$ cat src/rtl/flash_pe_pkg.sv
// Package flash_pe_pkg
// Shared register offsets, bit positions, key values and the enumerations
// used by the flash program/erase controller.
package flash_pe_pkg;

    localparam logic [2:0] OFS_KEY   = 3'd0;
    localparam logic [2:0] OFS_OKEY  = 3'd1;
    localparam logic [2:0] OFS_STAT  = 3'd2;
    localparam logic [2:0] OFS_CTRL  = 3'd3;
    localparam logic [2:0] OFS_ADDR  = 3'd4;
    localparam logic [2:0] OFS_WPROT = 3'd5;

    localparam int C_PG   = 0;
    localparam int C_PER  = 1;
    localparam int C_MER  = 2;
    localparam int C_OPG  = 4;
    localparam int C_OER  = 5;
    localparam int C_STRT = 6;
    localparam int C_LOCK = 7;
    localparam int C_OWE  = 9;

    localparam int S_BSY = 0;
    localparam int S_PGE = 2;
    localparam int S_WPE = 4;
    localparam int S_EOP = 5;

    localparam logic [31:0] KEY_FIRST  = 32'h4567_0123;
    localparam logic [31:0] KEY_SECOND = 32'hCDEF_89AB;
    localparam logic [15:0] BLANK_HW   = 16'hFFFF;

    // Control bits that are held in the register (start and lock are actions).
    localparam logic [9:0] CTRL_KEEP = 10'b10_0011_0111;

    typedef enum logic [1:0] {KS_WAIT_A, KS_WAIT_B, KS_OPEN, KS_BARRED} key_state_e;
    typedef enum logic [1:0] {OP_NONE, OP_PROG, OP_PAGE, OP_MASS} op_e;

endpackage

$ cat src/rtl/flash_pe_keyseq.sv
// Module flash_pe_keyseq
// Tracks a two-word unlock sequence for one key register.
// Assumes key_wr is a single-cycle strobe. Writes are only counted while
// enable is high. A wrong word bars the sequence until reset. relock returns
// an open or half-open sequence to its start state.
module flash_pe_keyseq
    import flash_pe_pkg::*;
(
    input  logic        clk,
    input  logic        rst_n,
    input  logic        key_wr,
    input  logic [31:0] key_data,
    input  logic        enable,
    input  logic        relock,
    output logic        open
);

    key_state_e st;

    // Step through the key words, bar on any mismatch.
    always_ff @(posedge clk) begin
        if (!rst_n) begin
            st <= KS_WAIT_A;
        end else if (relock && st != KS_BARRED) begin
            st <= KS_WAIT_A;
        end else if (key_wr && enable) begin
            case (st)
                KS_WAIT_A: st <= (key_data == KEY_FIRST)  ? KS_WAIT_B : KS_BARRED;
                KS_WAIT_B: st <= (key_data == KEY_SECOND) ? KS_OPEN   : KS_BARRED;
                default:   st <= st;
            endcase
        end
    end

    assign open = (st == KS_OPEN);

    assert_barred_sticky_R3: assert property (@(posedge clk) disable iff (!rst_n)
        st == KS_BARRED |=> st == KS_BARRED);

    assert_open_after_second_R2: assert property (@(posedge clk) disable iff (!rst_n)
        $rose(open) |-> $past(key_wr && key_data == KEY_SECOND));

endmodule

$ cat src/rtl/flash_pe_array.sv
// Module flash_pe_array
// Behavioural flash array with a timed busy handshake. An accepted start
// loads a cycle counter. The write or erase lands on the edge where the
// counter expires, and finish is high in the cycle before that edge.
// Assumes start_op is OP_NONE whenever busy is high.
module flash_pe_array
    import flash_pe_pkg::*;
#(
    parameter int WORDS     = 64,
    parameter int PAGE_HW   = 4,
    parameter int PROG_CYC  = 3,
    parameter int ERASE_CYC = 6,
    parameter int MASS_CYC  = 10,
    localparam int AW   = $clog2(WORDS),
    localparam int PB   = $clog2(PAGE_HW),
    localparam int MAXC = (MASS_CYC > ERASE_CYC) ?
                          ((MASS_CYC > PROG_CYC) ? MASS_CYC : PROG_CYC) :
                          ((ERASE_CYC > PROG_CYC) ? ERASE_CYC : PROG_CYC),
    localparam int CW   = $clog2(MAXC + 1)
) (
    input  logic          clk,
    input  logic          rst_n,
    input  op_e           start_op,
    input  logic [AW-1:0] start_idx,
    input  logic [15:0]   start_data,
    output logic          busy,
    output logic          finish,
    input  logic [AW-1:0] rd_idx,
    output logic [15:0]   rd_data,
    input  logic [AW-1:0] chk_idx,
    output logic [15:0]   chk_data
);

    logic [15:0]   mem [WORDS];
    op_e           op_q;
    logic [AW-1:0] idx_q;
    logic [15:0]   data_q;
    logic [CW-1:0] cnt;

    assign finish = busy && (cnt == CW'(1));

    // Latch an action and count its duration down.
    always_ff @(posedge clk) begin
        if (!rst_n) begin
            busy   <= 1'b0;
            cnt    <= '0;
            op_q   <= OP_NONE;
            idx_q  <= '0;
            data_q <= '0;
        end else if (busy) begin
            cnt  <= cnt - CW'(1);
            busy <= !finish;
        end else if (start_op != OP_NONE) begin
            busy   <= 1'b1;
            op_q   <= start_op;
            idx_q  <= start_idx;
            data_q <= start_data;
            case (start_op)
                OP_PROG: cnt <= CW'(PROG_CYC);
                OP_PAGE: cnt <= CW'(ERASE_CYC);
                default: cnt <= CW'(MASS_CYC);
            endcase
        end
    end

    // Apply the finished action to the cells.
    always_ff @(posedge clk) begin
        if (!rst_n) begin
            for (int i = 0; i < WORDS; i++) mem[i] <= BLANK_HW;
        end else if (finish) begin
            case (op_q)
                OP_PROG: mem[idx_q] <= mem[idx_q] & data_q;
                OP_PAGE: begin
                    for (int i = 0; i < WORDS; i++)
                        if (AW'(i >> PB) == AW'(idx_q >> PB)) mem[i] <= BLANK_HW;
                end
                OP_MASS: begin
                    for (int i = 0; i < WORDS; i++) mem[i] <= BLANK_HW;
                end
                default: ;
            endcase
        end
    end

    assign rd_data  = mem[rd_idx];
    assign chk_data = mem[chk_idx];

    assert_start_raises_busy_R5: assert property (@(posedge clk) disable iff (!rst_n)
        (start_op != OP_NONE && !busy) |=> busy);

endmodule

$ cat src/rtl/flash_pe_ctrl.sv
// Module flash_pe_ctrl (top)
// Register front end of the flash program/erase controller: key and option
// key sequencing, the control, address and write-protection registers, the
// write-one-to-clear status flags, and launching actions into the array.
// Assumes single-cycle write strobes. Reads are combinational.
module flash_pe_ctrl
    import flash_pe_pkg::*;
#(
    parameter int PAGES       = 16,
    parameter int PAGE_HW     = 4,
    parameter int GROUP_PAGES = 4,
    parameter int PROG_CYC    = 3,
    parameter int ERASE_CYC   = 6,
    parameter int MASS_CYC    = 10,
    localparam int WORDS  = PAGES * PAGE_HW,
    localparam int AW     = $clog2(WORDS),
    localparam int BAW    = AW + 1,
    localparam int GROUPS = PAGES / GROUP_PAGES,
    localparam int GW     = $clog2(GROUPS),
    localparam int PB     = $clog2(PAGE_HW),
    localparam int GB     = $clog2(GROUP_PAGES)
) (
    input  logic          clk,
    input  logic          rst_n,
    input  logic          reg_wr,
    input  logic [2:0]    reg_addr,
    input  logic [31:0]   reg_wdata,
    input  logic [2:0]    reg_raddr,
    output logic [31:0]   reg_rdata,
    input  logic          fl_wr,
    input  logic [AW-1:0] fl_widx,
    input  logic [15:0]   fl_wdata,
    input  logic [AW-1:0] fl_ridx,
    output logic [15:0]   fl_rdata
);

    logic              main_open, opt_open;
    logic [9:0]        ctrl_q;
    logic [BAW-1:0]    addr_q;
    logic [GROUPS-1:0] wp_q;
    logic              pgerr_q, wperr_q, eop_q;
    logic              arr_busy, arr_finish;
    logic [15:0]       chk_data;
    op_e               start_op;
    logic [AW-1:0]     start_idx;

    logic wr_key, wr_okey, wr_stat, wr_ctrl, wr_addr, wr_wp;
    logic ctrl_ok, lock_cmd, ctrl_upd, go;
    logic want_mass, want_page, want_oer, prog_req;
    logic mass_blk, page_blk, prog_blk, prog_dirty;
    logic pgerr_set, wperr_set, eop_set;
    logic [GW-1:0] addr_grp, prog_grp;

    // Decode the register write strobe per offset.
    always_comb begin
        wr_key  = reg_wr && reg_addr == OFS_KEY;
        wr_okey = reg_wr && reg_addr == OFS_OKEY;
        wr_stat = reg_wr && reg_addr == OFS_STAT;
        wr_ctrl = reg_wr && reg_addr == OFS_CTRL;
        wr_addr = reg_wr && reg_addr == OFS_ADDR;
        wr_wp   = reg_wr && reg_addr == OFS_WPROT;
    end

    flash_pe_keyseq u_main_keys (
        .clk(clk), .rst_n(rst_n), .key_wr(wr_key), .key_data(reg_wdata),
        .enable(1'b1), .relock(lock_cmd), .open(main_open)
    );

    flash_pe_keyseq u_opt_keys (
        .clk(clk), .rst_n(rst_n), .key_wr(wr_okey), .key_data(reg_wdata),
        .enable(main_open), .relock(lock_cmd), .open(opt_open)
    );

    // Work out which action the current writes request and whether it is allowed.
    always_comb begin
        ctrl_ok   = wr_ctrl && main_open;
        lock_cmd  = ctrl_ok && reg_wdata[C_LOCK];
        ctrl_upd  = ctrl_ok && !lock_cmd && !arr_busy;
        go        = ctrl_upd && reg_wdata[C_STRT];
        want_mass = go && reg_wdata[C_MER];
        want_page = go && !reg_wdata[C_MER] && reg_wdata[C_PER];
        want_oer  = go && !reg_wdata[C_MER] && !reg_wdata[C_PER] &&
                    reg_wdata[C_OER] && reg_wdata[C_OWE] && opt_open;
        prog_req  = fl_wr && main_open && ctrl_q[C_PG] && !arr_busy && !ctrl_ok;

        addr_grp   = addr_q[1+PB+GB +: GW];
        prog_grp   = fl_widx[PB+GB +: GW];
        mass_blk   = !(&wp_q);
        page_blk   = !wp_q[addr_grp];
        prog_blk   = !wp_q[prog_grp];
        prog_dirty = chk_data != BLANK_HW;

        wperr_set = (want_mass && mass_blk) || (want_page && page_blk) ||
                    (prog_req && prog_blk);
        pgerr_set = prog_req && !prog_blk && prog_dirty;
        eop_set   = arr_finish || want_oer;

        start_op  = OP_NONE;
        start_idx = fl_widx;
        if (want_mass && !mass_blk) begin
            start_op = OP_MASS;
        end else if (want_page && !page_blk) begin
            start_op  = OP_PAGE;
            start_idx = addr_q[BAW-1:1];
        end else if (prog_req && !prog_blk && !prog_dirty) begin
            start_op = OP_PROG;
        end
    end

    flash_pe_array #(
        .WORDS(WORDS), .PAGE_HW(PAGE_HW), .PROG_CYC(PROG_CYC),
        .ERASE_CYC(ERASE_CYC), .MASS_CYC(MASS_CYC)
    ) u_array (
        .clk(clk), .rst_n(rst_n), .start_op(start_op), .start_idx(start_idx),
        .start_data(fl_wdata), .busy(arr_busy), .finish(arr_finish),
        .rd_idx(fl_ridx), .rd_data(fl_rdata), .chk_idx(fl_widx), .chk_data(chk_data)
    );

    // Hold the control, address and write-protection registers.
    always_ff @(posedge clk) begin
        if (!rst_n) begin
            ctrl_q <= '0;
            addr_q <= '0;
            wp_q   <= '1;
        end else begin
            if (lock_cmd)      ctrl_q <= '0;
            else if (ctrl_upd) ctrl_q <= reg_wdata[9:0] & CTRL_KEEP;
            if (wr_addr && main_open && !arr_busy) addr_q <= reg_wdata[BAW-1:0];
            if (want_oer)
                wp_q <= '1;
            else if (wr_wp && opt_open && ctrl_q[C_OPG] && ctrl_q[C_OWE] && !arr_busy)
                wp_q <= wp_q & reg_wdata[GROUPS-1:0];
        end
    end

    // Status flags: a set wins over a clear by writing 1.
    always_ff @(posedge clk) begin
        if (!rst_n) begin
            pgerr_q <= 1'b0;
            wperr_q <= 1'b0;
            eop_q   <= 1'b0;
        end else begin
            if (pgerr_set)                       pgerr_q <= 1'b1;
            else if (wr_stat && reg_wdata[S_PGE]) pgerr_q <= 1'b0;
            if (wperr_set)                       wperr_q <= 1'b1;
            else if (wr_stat && reg_wdata[S_WPE]) wperr_q <= 1'b0;
            if (eop_set)                         eop_q <= 1'b1;
            else if (wr_stat && reg_wdata[S_EOP]) eop_q <= 1'b0;
        end
    end

    // Register read multiplexer.
    always_comb begin
        reg_rdata = '0;
        case (reg_raddr)
            OFS_STAT: begin
                reg_rdata[S_BSY] = arr_busy;
                reg_rdata[S_PGE] = pgerr_q;
                reg_rdata[S_WPE] = wperr_q;
                reg_rdata[S_EOP] = eop_q;
            end
            OFS_CTRL: begin
                reg_rdata[9:0]    = ctrl_q;
                reg_rdata[C_LOCK] = !main_open;
            end
            OFS_ADDR:  reg_rdata[BAW-1:0]    = addr_q;
            OFS_WPROT: reg_rdata[GROUPS-1:0] = wp_q;
            default:   reg_rdata = '0;
        endcase
    end

    assert_eop_on_finish_R5: assert property (@(posedge clk) disable iff (!rst_n)
        $fell(arr_busy) |-> eop_q);

    assert_no_start_busy_R13: assert property (@(posedge clk) disable iff (!rst_n)
        arr_busy |-> start_op == OP_NONE);

    assert_locked_idle_R4: assert property (@(posedge clk) disable iff (!rst_n)
        !main_open |-> start_op == OP_NONE);

    assert_pgerr_clear_R10: assert property (@(posedge clk) disable iff (!rst_n)
        (wr_stat && reg_wdata[S_PGE] && !pgerr_set) |=> !pgerr_q);

    assert_protect_flag_R9: assert property (@(posedge clk) disable iff (!rst_n)
        (prog_req && prog_blk) |=> (wperr_q && !arr_busy));

endmodule

$ cat config.mk
export PLATFORM = sky130hd
export DESIGN_NAME = flash_pe_ctrl
export DESIGN_NICKNAME = d
export VERILOG_FILES = /design/src/rtl/flash_pe_pkg.sv /design/src/rtl/flash_pe_keyseq.sv /design/src/rtl/flash_pe_array.sv /design/src/rtl/flash_pe_ctrl.sv
export SDC_FILE = /design/constraint.sdc
export NUM_CORES = 2
export LEC_CHECK = 0
export BUFFER_PORTS_ARGS = -buffer_cell sky130_fd_sc_hd__buf_2
export CORE_UTILIZATION = 30
export CTS_CLUSTER_DIAMETER = 200
export DETAILED_ROUTE_END_ITERATION = 8
export PLACE_DENSITY = 0.54
export SYNTH_ARGS = -nofsm -noshare
export SYNTH_HDL_FRONTEND = slang
export SYNTH_HIERARCHICAL = 1
export SYNTH_SLANG_ARGS = --single-unit
$ cat constraint.sdc
create_clock -name clk -period 4.4 [get_ports clk]
set_input_delay 0.44 -clock clk [delete_from_list [all_inputs] [get_ports clk]]
set_output_delay 0.44 -clock clk [all_outputs]
set_load 0.03 [all_outputs]
==> key figures <==
Synthesis
  – Unique masters post-synth: 68
  – Post-synth EDFFs: between 1,000 and 1,500
  – Cell taking the most area after synthesis: edfxtp_1
  – Area of the mapped netlist: 0.0656 sq mm
  – Register bit total from synthesis: roughly 1,100
  – Yosys warns: 6
  – FFs w/ async S/R, synth: 0%
  – Ys flop type: edfxtp_1
  – Synthesized area per cell: ~14 sq um
  – Synth Instances: 4,821
  – Sequential area share after synthesis: between 40% and 50%
  – Top post-synthesis cells by area: edfxtp_1, mux4_2, mux2i_1, nand2_1, a22oi_1
  – Share of the synthesized area in the top cell type: 46.9%

GRT
  – First-pass GRT wire length: 395,000 microns
  – Vias in the first global route: 46,600
  – Overall Global Routing Usage: 25.7%
  – Antenna violations before repair: 19
  – Pin count of the biggest net entering global routing: 87
  – Total gr overflow: 0

Route
  – Post-DR wirelength/cell: 36.3 microns
  – Starting DRT DRC Count: about 8,000
  – WL final: 290,000 microns
  – Drt first pass iters: 8
  – Final ANT Viol Nets: 0
  – Drt drc: 0
  – Via count: 49,500
  – Vias/cell: 6.19

Clock network
  – Total CTS buffers: 118
  – # resized after CTS: 0
  – # clock sinks: 1,083
  – Worst skew pair latency: between 0.7 and 0.8 ns
  – CTS root buf: clkbuf_16
  – Worst-path clk slew: 0.06 ns
  – Clock buffer depth: 3
  – H-tree lvl count: 3
  – CTS tree: built

STA
  – Setup TNS: 0 ns
  – Fin Hold WS: 0.0588 ns
  – Unrepaired setup endpoints after global routing: false
  – Post-route setup slack: 0.297 ns
  – Worst slew margin: 11.3%
  – Endpoints failing hold: 0
  – Fin crit share: between 90% and 100%
  – Worst Tran Pin Value: 1.33 ns
  – FMAX: 244 MHz
  – # setup viols final: 0
  – Final setup skew: 0.0356 ns
  – Min Tclk post-route: 4.10 ns
  – Final Max Tran Viols: 0

Setup path
  – R2R Path Start: u_array/mem[26][11]
  – Cells on worst reg2reg path: 16
  – Crit end category: output pin
  – Critical path launch point type: register
  – R2r endpoint: u_array/cnt[2]
  – FF-to-FF setup slack: 0.51 ns
  – CP max FO: 3
  – CP Data Arrival Time: 3.66 ns
  – CP required: just under 4 ns
  – Setup Crit Path Kind: register to output pin

Die
  – Die Area: roughly 0.22 sq mm
  – Starting density of the core: 30.2%
  – Site Rows: 171
  – Die Y: approximately 470 microns
  – Die X: 470 microns
  – Ports: 118
  – Core Region: 0.217 sq mm

Power and ir drop
  – Lkg Pwr: between 15 and 20 nW
  – Clock power share: ~45%
  – Total power: 23.5 mW
  – Sw frac: between 20% and 30%
  – Sequential Power Share: about half
  – Pwr dens: 310 mW/mm^2
  – Power share of the combinational group: about 7.1%
  – P_int: 17.9 mW
  – Worst vdd ir: 0.000338 V
  – P_sw: 5.60 mW

Placement
  – Pre-CTS setup slack: -0.150 ns
  – Port bufs: 94
  – Routability cong.: 0.995
  – Post-detail-place hpwl: ~200,000 microns

Hold path
  – Hold endpoint: u_main_keys/st[1]
  – Worst hold start: reg_wdata[15]
  – Hold Path Stages: 3
  – Hold Crit Class: input port to register

Finish
  – Fin nets: 5,114
  – Layout cells sized above 1: 30.8%
  – Layout area overhead: 15.4%
  – Final Util: 34.9%

Outcome
  – Status: finished clean

Run
  – Max cap viols: 0
power by group through the flow:
stage	Combinational, mW	Sequential, mW	Clock (mW)
2_1_floorplan	0.843	11.5	0
3_3_place_gp	1.62	11.5	0
3_5_place_dp	1.62	11.5	0
4_1_cts	1.64	11.3	10.6
5_1_grt	1.68	11.3	10.9
6_report	1.66	11.3	10.5
final cells by class:
class	instances	area, sq um
clock buffer	146	3190
tap	2854	3570
sequential	1083	31900
fill	20800	141000
clock inverter	74	785
multi-input combinational	3245	30900
timing repair buffer	577	5290
antenna	3	7.51
inverter	13	48.8
what timing repair did:
action                                 in CTS  in global routing
endpoints found under the hold margin      26                  0
hold buffers                               25                  0
setup buffers                               0                  0
metal layers:
metal | up-vias | track usage, % | share of wire [%]
li1 | 19200 | - | -
met1 | 25700 | 33.4 | 37
met2 | 3841 | 38.2 | 43
met3 | 681 | 6.95 | 13
met4 | 14 | 15.2 | 6.9
met5 | - | 0 | 0.030
stage by stage:
| step | instances | cell area (sq um) |
|---|---|---|
| after floorplan | 4843 | 65700 |
| final | 7995 | 75700 |
| after global placement | 7747 | 71500 |
| after CTS | 7992 | 75700 |
| after detailed placement | 7747 | 71500 |
| after global routing | 7992 | 75700 |
sequential cells by signal, summed over array words and instances, names as in the netlist, 4 cells and up, named ones only:
signal and cells:
wp_q 4, ctrl_q 6, u_array/cnt 4, addr_q 7, u_array/data_q 16, u_array/mem 1024, u_array/idx_q 6
worst max path at each step:
stage / start / end / slack [ns] / cells after the start
after detailed placement: fl_widx[0] / u_array/cnt[2] / -0.15 / 20
after CTS: u_array/mem[35][7] / fl_rdata[7] / 0.32 / 5
after global routing: u_array/mem[35][7] / fl_rdata[7] / 0.37 / 5
final: u_array/mem[35][7] / fl_rdata[7] / 0.30 / 5
after floorplan: fl_widx[3] / register / 0.55 / 18
after global placement: fl_widx[0] / u_array/cnt[2] / -0.15 / 20
placed cells by master, fill, tap and decap left out, types with 10 or more instances in the layout:
cell / instances
nand2_1: 1182
edfxtp_1: 1024
buf_4: 377
conb_1: 24
o21ai_2: 59
clkbuf_1: 20
nor4_1: 16
mux4_2: 664
a21oi_1: 139
bufinv_16: 16
buf_12: 86
nor3_1: 16
nor2_1: 80
o211ai_1: 16
nor4_2: 19
nor2_2: 10
o22ai_1: 25
o31ai_1: 18
a22oi_1: 208
nand3_1: 10
buf_2: 85
dfxtp_1: 56
nand2b_1: 26
clkbuf_16: 123
nor2b_1: 39
a22oi_4: 16
o21ai_0: 25
mux2_2: 53
mux2i_1: 480
nand4_1: 16
clkinv_2: 23
dlygate4sd3_1: 25
clkinv_1: 24
inv_1: 13
critical path, stage by stage (launching register included):
cell	delay [ns]
edfxtp_1	0.42
mux4_2	0.62
mux4_2	0.48
o211ai_1	0.67
o31ai_1	0.40
buf_2	0.29
synthesized netlist by cell type (59+ instances only):
cell / instances
buf_6: 115
buf_2: 153
edfxtp_1: 1024
clkbuf_1: 140
o21ai_0: 89
a22oi_1: 208
mux4_2: 664
nor2_1: 82
mux2i_1: 480
dfxtp_1: 59
nand2_1: 1183
a21oi_1: 139
logic make-up (layout without fill, tap and decap cells):
kind of cell	after synthesis	after routing	synth area share (%)
compound gates	549	549	5.73
fa+ha+maj	6	6	0.114
buf+inv	515	810	4.89
flops	1083	1083	48.7
mux	1197	1197	31.0
other cells	2	27	0.0114
simple gates	1469	1469	9.53
Note: power is estimated with default switching activity, not from simulation.
